<file path="config.mk">
export PLATFORM = sky130hd
export DESIGN_NAME = cpu_freerun_ctrl
export DESIGN_NICKNAME = d
export VERILOG_FILES = /design/src/rtl/cpu_freerun_ctrl.sv
export SDC_FILE = /design/constraint.sdc
export NUM_CORES = 1
export LEC_CHECK = 0
export BUFFER_PORTS_ARGS = -buffer_cell sky130_fd_sc_hd__buf_2
export CAP_MARGIN = 20
export CORE_MARGIN = 10
export CORE_UTILIZATION = 55
export DETAILED_ROUTE_END_ITERATION = 6
export MAX_ROUTING_LAYER = met4
export PLACE_DENSITY = 0.76
export SLEW_MARGIN = 10
export SYNTH_ARGS = -nofsm -noshare
export SYNTH_HDL_FRONTEND = slang
export SYNTH_SLANG_ARGS = --single-unit
</file>
<file path="constraint.sdc">
create_clock -name clk -period 4.7 [get_ports clk]
set_clock_uncertainty 0.15 [all_clocks]
set_input_delay 0.94 -clock clk [delete_from_list [all_inputs] [get_ports clk]]
set_output_delay 0.94 -clock clk [all_outputs]
set_load 0.005 [all_outputs]
</file>
<file path="src/rtl/cpu_freerun_ctrl.sv">
`timescale 1ns/1ps
module cpu_freerun_ctrl #(
  parameter int RESET_CYCLES    = 3,
  parameter int RUN_HALF        = 4,
  parameter int DEBOUNCE_CYCLES = 20000
) (
  input  logic        clk,
  input  logic        rst_n,
  input  logic        btn_step,
  input  logic        btn_run,
  input  logic [15:0] cpu_addr,
  output logic        cpu_clk,
  output logic        cpu_rst_n,
  output logic [7:0]  cpu_data,
  output logic        cpu_wait_n,
  output logic        cpu_int_n,
  output logic        cpu_nmi_n,
  output logic        cpu_busreq_n,
  output logic        run_mode,
  output logic        stat_valid,
  output logic [15:0] stat_addr,
  output logic [7:0]  stat_data,
  output logic [1:0]  stat_phase,
  output logic        fetch_err
);
  localparam int DW = $clog2(DEBOUNCE_CYCLES + 1);
  localparam int HW = $clog2(RUN_HALF + 1);
  localparam int RW = $clog2(RESET_CYCLES + 1);

  assign cpu_data     = 8'h00;
  assign cpu_wait_n   = 1'b1;
  assign cpu_int_n    = 1'b1;
  assign cpu_nmi_n    = 1'b1;
  assign cpu_busreq_n = 1'b1;

  logic [1:0] btn_raw, ev;
  assign btn_raw = {btn_run, btn_step};

  for (genvar i = 0; i < 2; i++) begin : g_deb
    logic s1, s2, stb, stb_d;
    logic [DW-1:0] cnt;
    always_ff @(posedge clk or negedge rst_n) begin
      if (!rst_n) begin
        s1 <= 1'b0; s2 <= 1'b0; stb <= 1'b0; stb_d <= 1'b0; cnt <= '0;
      end else begin
        s1 <= btn_raw[i];
        s2 <= s1;
        stb_d <= stb;
        if (s2 == stb) cnt <= '0;
        else if (cnt == DW'(DEBOUNCE_CYCLES - 1)) begin
          stb <= s2;
          cnt <= '0;
        end else cnt <= cnt + 1'b1;
      end
    end
    assign ev[i] = stb & ~stb_d;
  end

  always_ff @(posedge clk or negedge rst_n)
    if (!rst_n) run_mode <= 1'b0;
    else if (ev[1]) run_mode <= ~run_mode;

  typedef enum logic [1:0] {PH_IDLE, PH_HI, PH_LO} ph_t;
  ph_t ph;
  logic [HW-1:0] hcnt;
  logic [RW-1:0] rcnt;
  logic smp;

  assign smp = (ph == PH_HI) && (hcnt == '0) && cpu_rst_n;

  always_ff @(posedge clk or negedge rst_n) begin
    if (!rst_n) begin
      ph <= PH_IDLE; hcnt <= '0; rcnt <= '0;
      cpu_clk <= 1'b0; cpu_rst_n <= 1'b0;
    end else begin
      case (ph)
        PH_IDLE:
          if (!cpu_rst_n || run_mode || ev[0]) begin
            ph <= PH_HI; cpu_clk <= 1'b1; hcnt <= HW'(RUN_HALF - 1);
          end
        PH_HI:
          if (hcnt == '0) begin
            ph <= PH_LO; cpu_clk <= 1'b0; hcnt <= HW'(RUN_HALF - 1);
          end else hcnt <= hcnt - 1'b1;
        PH_LO:
          if (hcnt != '0) hcnt <= hcnt - 1'b1;
          else if (!cpu_rst_n && rcnt == RW'(RESET_CYCLES - 1)) begin
            cpu_rst_n <= 1'b1; ph <= PH_IDLE;
          end else if (!cpu_rst_n || run_mode) begin
            if (!cpu_rst_n) rcnt <= rcnt + 1'b1;
            ph <= PH_HI; cpu_clk <= 1'b1; hcnt <= HW'(RUN_HALF - 1);
          end else ph <= PH_IDLE;
        default: ph <= PH_IDLE;
      endcase
    end
  end

  logic [15:0] last_fetch;
  logic        seen;
  logic [1:0]  cyc;

  always_ff @(posedge clk or negedge rst_n) begin
    if (!rst_n) begin
      stat_valid <= 1'b0; stat_addr <= '0; stat_data <= '0; stat_phase <= '0;
      cyc <= '0; last_fetch <= '0; seen <= 1'b0; fetch_err <= 1'b0;
    end else begin
      stat_valid <= smp;
      if (smp) begin
        stat_addr  <= cpu_addr;
        stat_data  <= cpu_data;
        stat_phase <= cyc;
        cyc        <= cyc + 1'b1;
        if (cyc == 2'd0) begin
          if (cpu_addr != (seen ? last_fetch + 16'd1 : 16'h0000)) fetch_err <= 1'b1;
          last_fetch <= cpu_addr;
          seen       <= 1'b1;
        end else if (cyc == 2'd1) begin
          if (cpu_addr != last_fetch) fetch_err <= 1'b1;
        end
      end
    end
  end

  logic          clk_d;
  logic [RW:0]   a_falls;
  always_ff @(posedge clk or negedge rst_n) begin
    if (!rst_n) begin
      clk_d <= 1'b0; a_falls <= '0;
    end else begin
      clk_d <= cpu_clk;
      if (!cpu_rst_n && clk_d && !cpu_clk && a_falls != '1) a_falls <= a_falls + 1'b1;
    end
  end

  assert_reset_len_R1: assert property (@(posedge clk) disable iff (!rst_n)
    $rose(cpu_rst_n) |-> (a_falls == (RW+1)'(RESET_CYCLES)));
  assert_reset_once_R1: assert property (@(posedge clk) disable iff (!rst_n)
    cpu_rst_n |=> cpu_rst_n);
  assert_step_only_R4: assert property (@(posedge clk) disable iff (!rst_n)
    (cpu_rst_n && !run_mode && !$past(run_mode) && $rose(cpu_clk)) |-> $past(ev[0]));
  assert_sample_edge_R6: assert property (@(posedge clk) disable iff (!rst_n)
    stat_valid |-> ($fell(cpu_clk) && cpu_rst_n));
  assert_err_sticky_R7: assert property (@(posedge clk) disable iff (!rst_n)
    fetch_err |=> fetch_err);
endmodule

</file>
==> results.ini <==
[run_status]
status=finished clean

[detailed_routing]
ant_nets=0
via_count=3497
routed_wl_mm=9.53
dr.pass1.iters=5
drc=0
post_drt_wl_per_cell_um=15.0
via_per_inst=5.52
drt-initial-drc-count=200

[timing]
drv_slew=0
fmax_mhz=304
slew_headroom=0.535
final-hold-violation-count=0
fin_crit_sh=0.699
worstMarginPinSlew_ps=696
setup_tns_ps=0
fin_crit_ps=3280
setup_violations=0
rsz0062_at_grt=false

[floorplan]
io_pins=63
die_y_um=112
start_util=0.569
dieArea_sq_um=12600
rows=33
core_area_sq_um=8260
die_w_um=112

[clocking]
cts-root-buf=clkbuf_8
insertion_delay_ps=350
cts.hold.buffers_added=0
cts_buffer_depth=2
cts_resized=0
cts_made_buffers=9
clock_sinks=87
cts_setup_buffers=0
cts.htree.levels=3
clk_pin_slew_worst_paths_ps=90
tritoncts=yes

[critical_path]
critPathCaptureType=flop
critPathKind=flop to flop
crit_family=simple AND/OR/NAND/NOR gates
cp.depth=8
cp-endpoint=last_fetch[0]
cp_cell_sequence=inv_1 > ha_1 > nor2b_1 > nand3_1 > buf_4 > inv_1 > nand2_1 > mux2_2
r2r_end=last_fetch[0]
max_stage_delay_ps=600
startpoint=hcnt[0]
cp.required_ps=4770
r2r_cells=8
crit_fanout=22
cpMaxStageDelayCell=nand2_1
critical_path.reg2reg.startpoint=hcnt[0]
cp_data_arrival_time_ps=3360
cp.buffers_inverters=3
cp-start-kind=flop
cpMostUsedCell=inv_1
r2r_setup_slack_ps=1420

[final_layout]
multiInputGateArea_sq_um=2300
final-seq-area_sq_um=2180
syn2layout_area_growth_pct=9.06
final_util=0.620
layout.nets=556
num-fill-cells=709
drive_gt1_frac=0.157

[synth]
ys_seq_elements=87
synthArstFlopShare=1.00
syn_avg_cell_area_sq_um=9.66
ys_types=53
yosysSeqAreaShare=0.464
synth_ff_type=dfrtp_1
synth_edf_count=0
syn_inst=486
syn_area_sq_um=4700
yosys_warnings=0

[placement]
portBuffers=42
globalplace.congestion=0.914
dp_hpwl_mm=6.92

[pwr]
power.static_leakage_nw=2.29
vdd_drop_max_uv=144
powerDensity_nw_per_um2=271

[grt]
grt_max_degree=88
grt-ovfl-total=0
antenna_found_initial=1
grt_pass1_wl_mm=16.1
grt.total_usage=0.153
grt_pass1_vias=3432

[hold_path]
hp-class=flop to flop

[run]
max_cap_viol_count=0

layout by cell type (no fill, tap or decap), drive strengths merged, types with 3 or more instances in the layout:
| cell | Yosys | layout |
|---|---|---|
| a21oi | 14 | 14 |
| nand4 | 12 | 12 |
| or2 | 3 | 3 |
| inv | 18 | 18 |
| clkbuf | 12 | 13 |
| and3 | 7 | 7 |
| a2111oi | 3 | 3 |
| nor2b | 4 | 4 |
| mux2 | 18 | 18 |
| or4 | 6 | 6 |
| buf | 24 | 44 |
| nand2 | 75 | 75 |
| or3 | 4 | 4 |
| nand2b | 4 | 4 |
| xor2 | 34 | 34 |
| o21ai | 19 | 19 |
| dfrtp | 87 | 87 |
| ha | 13 | 13 |
| conb | 2 | 20 |
| o31ai | 5 | 5 |
| nor2 | 37 | 37 |
| nor4 | 6 | 6 |
| xnor2 | 21 | 21 |
| nor3 | 7 | 7 |
| nor4b | 3 | 3 |
| nand3 | 23 | 23 |
metal layers:
metal  routed length (um)  vias to the layer above  share of wire  GRT usage
met2                 4510                       88           0.47      0.236
met5                    0                        -              0          -
li1                     -                     1691              -          -
met3                  557                       20          0.058     0.0458
met1                 4290                     1698           0.45      0.188
met4                  172                        0          0.018     0.0499
synth_stat cells, types with 4 or more instances:
library cell	instances	area (sq um)
buf_4	20	150
xor2_1	34	298
nor4_1	5	31.3
dfrtp_1	87	2180
xnor2_1	21	184
buf_2	4	20.0
nand3_1	22	110
nor2_1	37	139
nand2_1	75	282
nor2b_1	4	25.0
ha_1	13	163
or3_1	4	25.0
o31ai_1	5	37.5
a21oi_1	14	70.1
nand4_1	11	68.8
and3_1	7	43.8
nand2b_1	4	25.0
o21ai_0	18	90.1
nor3_1	7	35.0
inv_1	18	67.6
clkbuf_1	12	45.0
mux2_2	18	203
or4_1	5	37.5
cells by family after synthesis:
kind of cell / Yosys count / share of synthesized area
adders and majority gates: 13 / 0.0346
xor gates and xnor gates: 56 / 0.107
and+or+nand+nor: 196 / 0.207
other: 2 / 0.00160
AOI/OAI and AO/OA: 59 / 0.0802
buffers and inverters: 54 / 0.0602
muxes: 19 / 0.0453
DFF: 87 / 0.464
per-stage QoR:
| stage | hold slack (ps) | instances | instance area, sq um | total power [mW] | setup WS (ps) |
|---|---|---|---|---|---|
| after floorplan | 181 | 504 | 4760 | 0.856 | 2370 |
| after global placement | 184 | 616 | 4900 | 0.885 | 1600 |
| after detailed placement | 191 | 616 | 4900 | 0.888 | 1430 |
| after CTS | 199 | 632 | 5090 | 1.40 | 1410 |
| after global routing | 215 | 634 | 5120 | 1.45 | 1140 |
| final | 198 | 634 | 5120 | 1.39 | 1420 |
worst register-to-register path, cell delays in order, from the launching register on:
cell,delay [ps]
dfrtp_1,400
inv_1,120
ha_1,180
nor2b_1,400
nand3_1,130
buf_4,230
inv_1,500
nand2_1,600
mux2_2,450
area by class of cell:
cell class                 count  share of cell area
multi-input combinational    363               0.450
sequential                    87               0.425
timing repair buffer          44              0.0484
clock buffer                  13              0.0291
tap                          105              0.0256
inverter                      18              0.0132
clock inverter                 3             0.00830
antenna                        1            0.000489
worst min-delay path by stage:
stage / depth (start not counted) / from / end
after floorplan: 0 / g_deb[0].s1 / g_deb[0].s2
after global placement: 0 / g_deb[0].s1 / g_deb[0].s2
after detailed placement: 0 / g_deb[0].s1 / g_deb[0].s2
after CTS: 0 / g_deb[0].s1 / g_deb[0].s2
after global routing: 0 / g_deb[1].s1 / g_deb[1].s2
final: 0 / g_deb[0].s1 / g_deb[0].s2
sequential cells by signal (all words and copies together) (netlist names), 3 cells and up:
| name | count |
|---|---|
| g_deb.cnt | 30 |
| hcnt | 3 |
| last_fetch | 16 |
| stat_addr | 16 |
where the power goes:
part / switching, mW / internal (mW)
combinational: 0.0584 / 0.0373
clock: 0.253 / 0.261
sequential: 0.0190 / 0.761
total: 0.330 / 1.06
No activity file was read; power rests on OpenSTA's default activity.
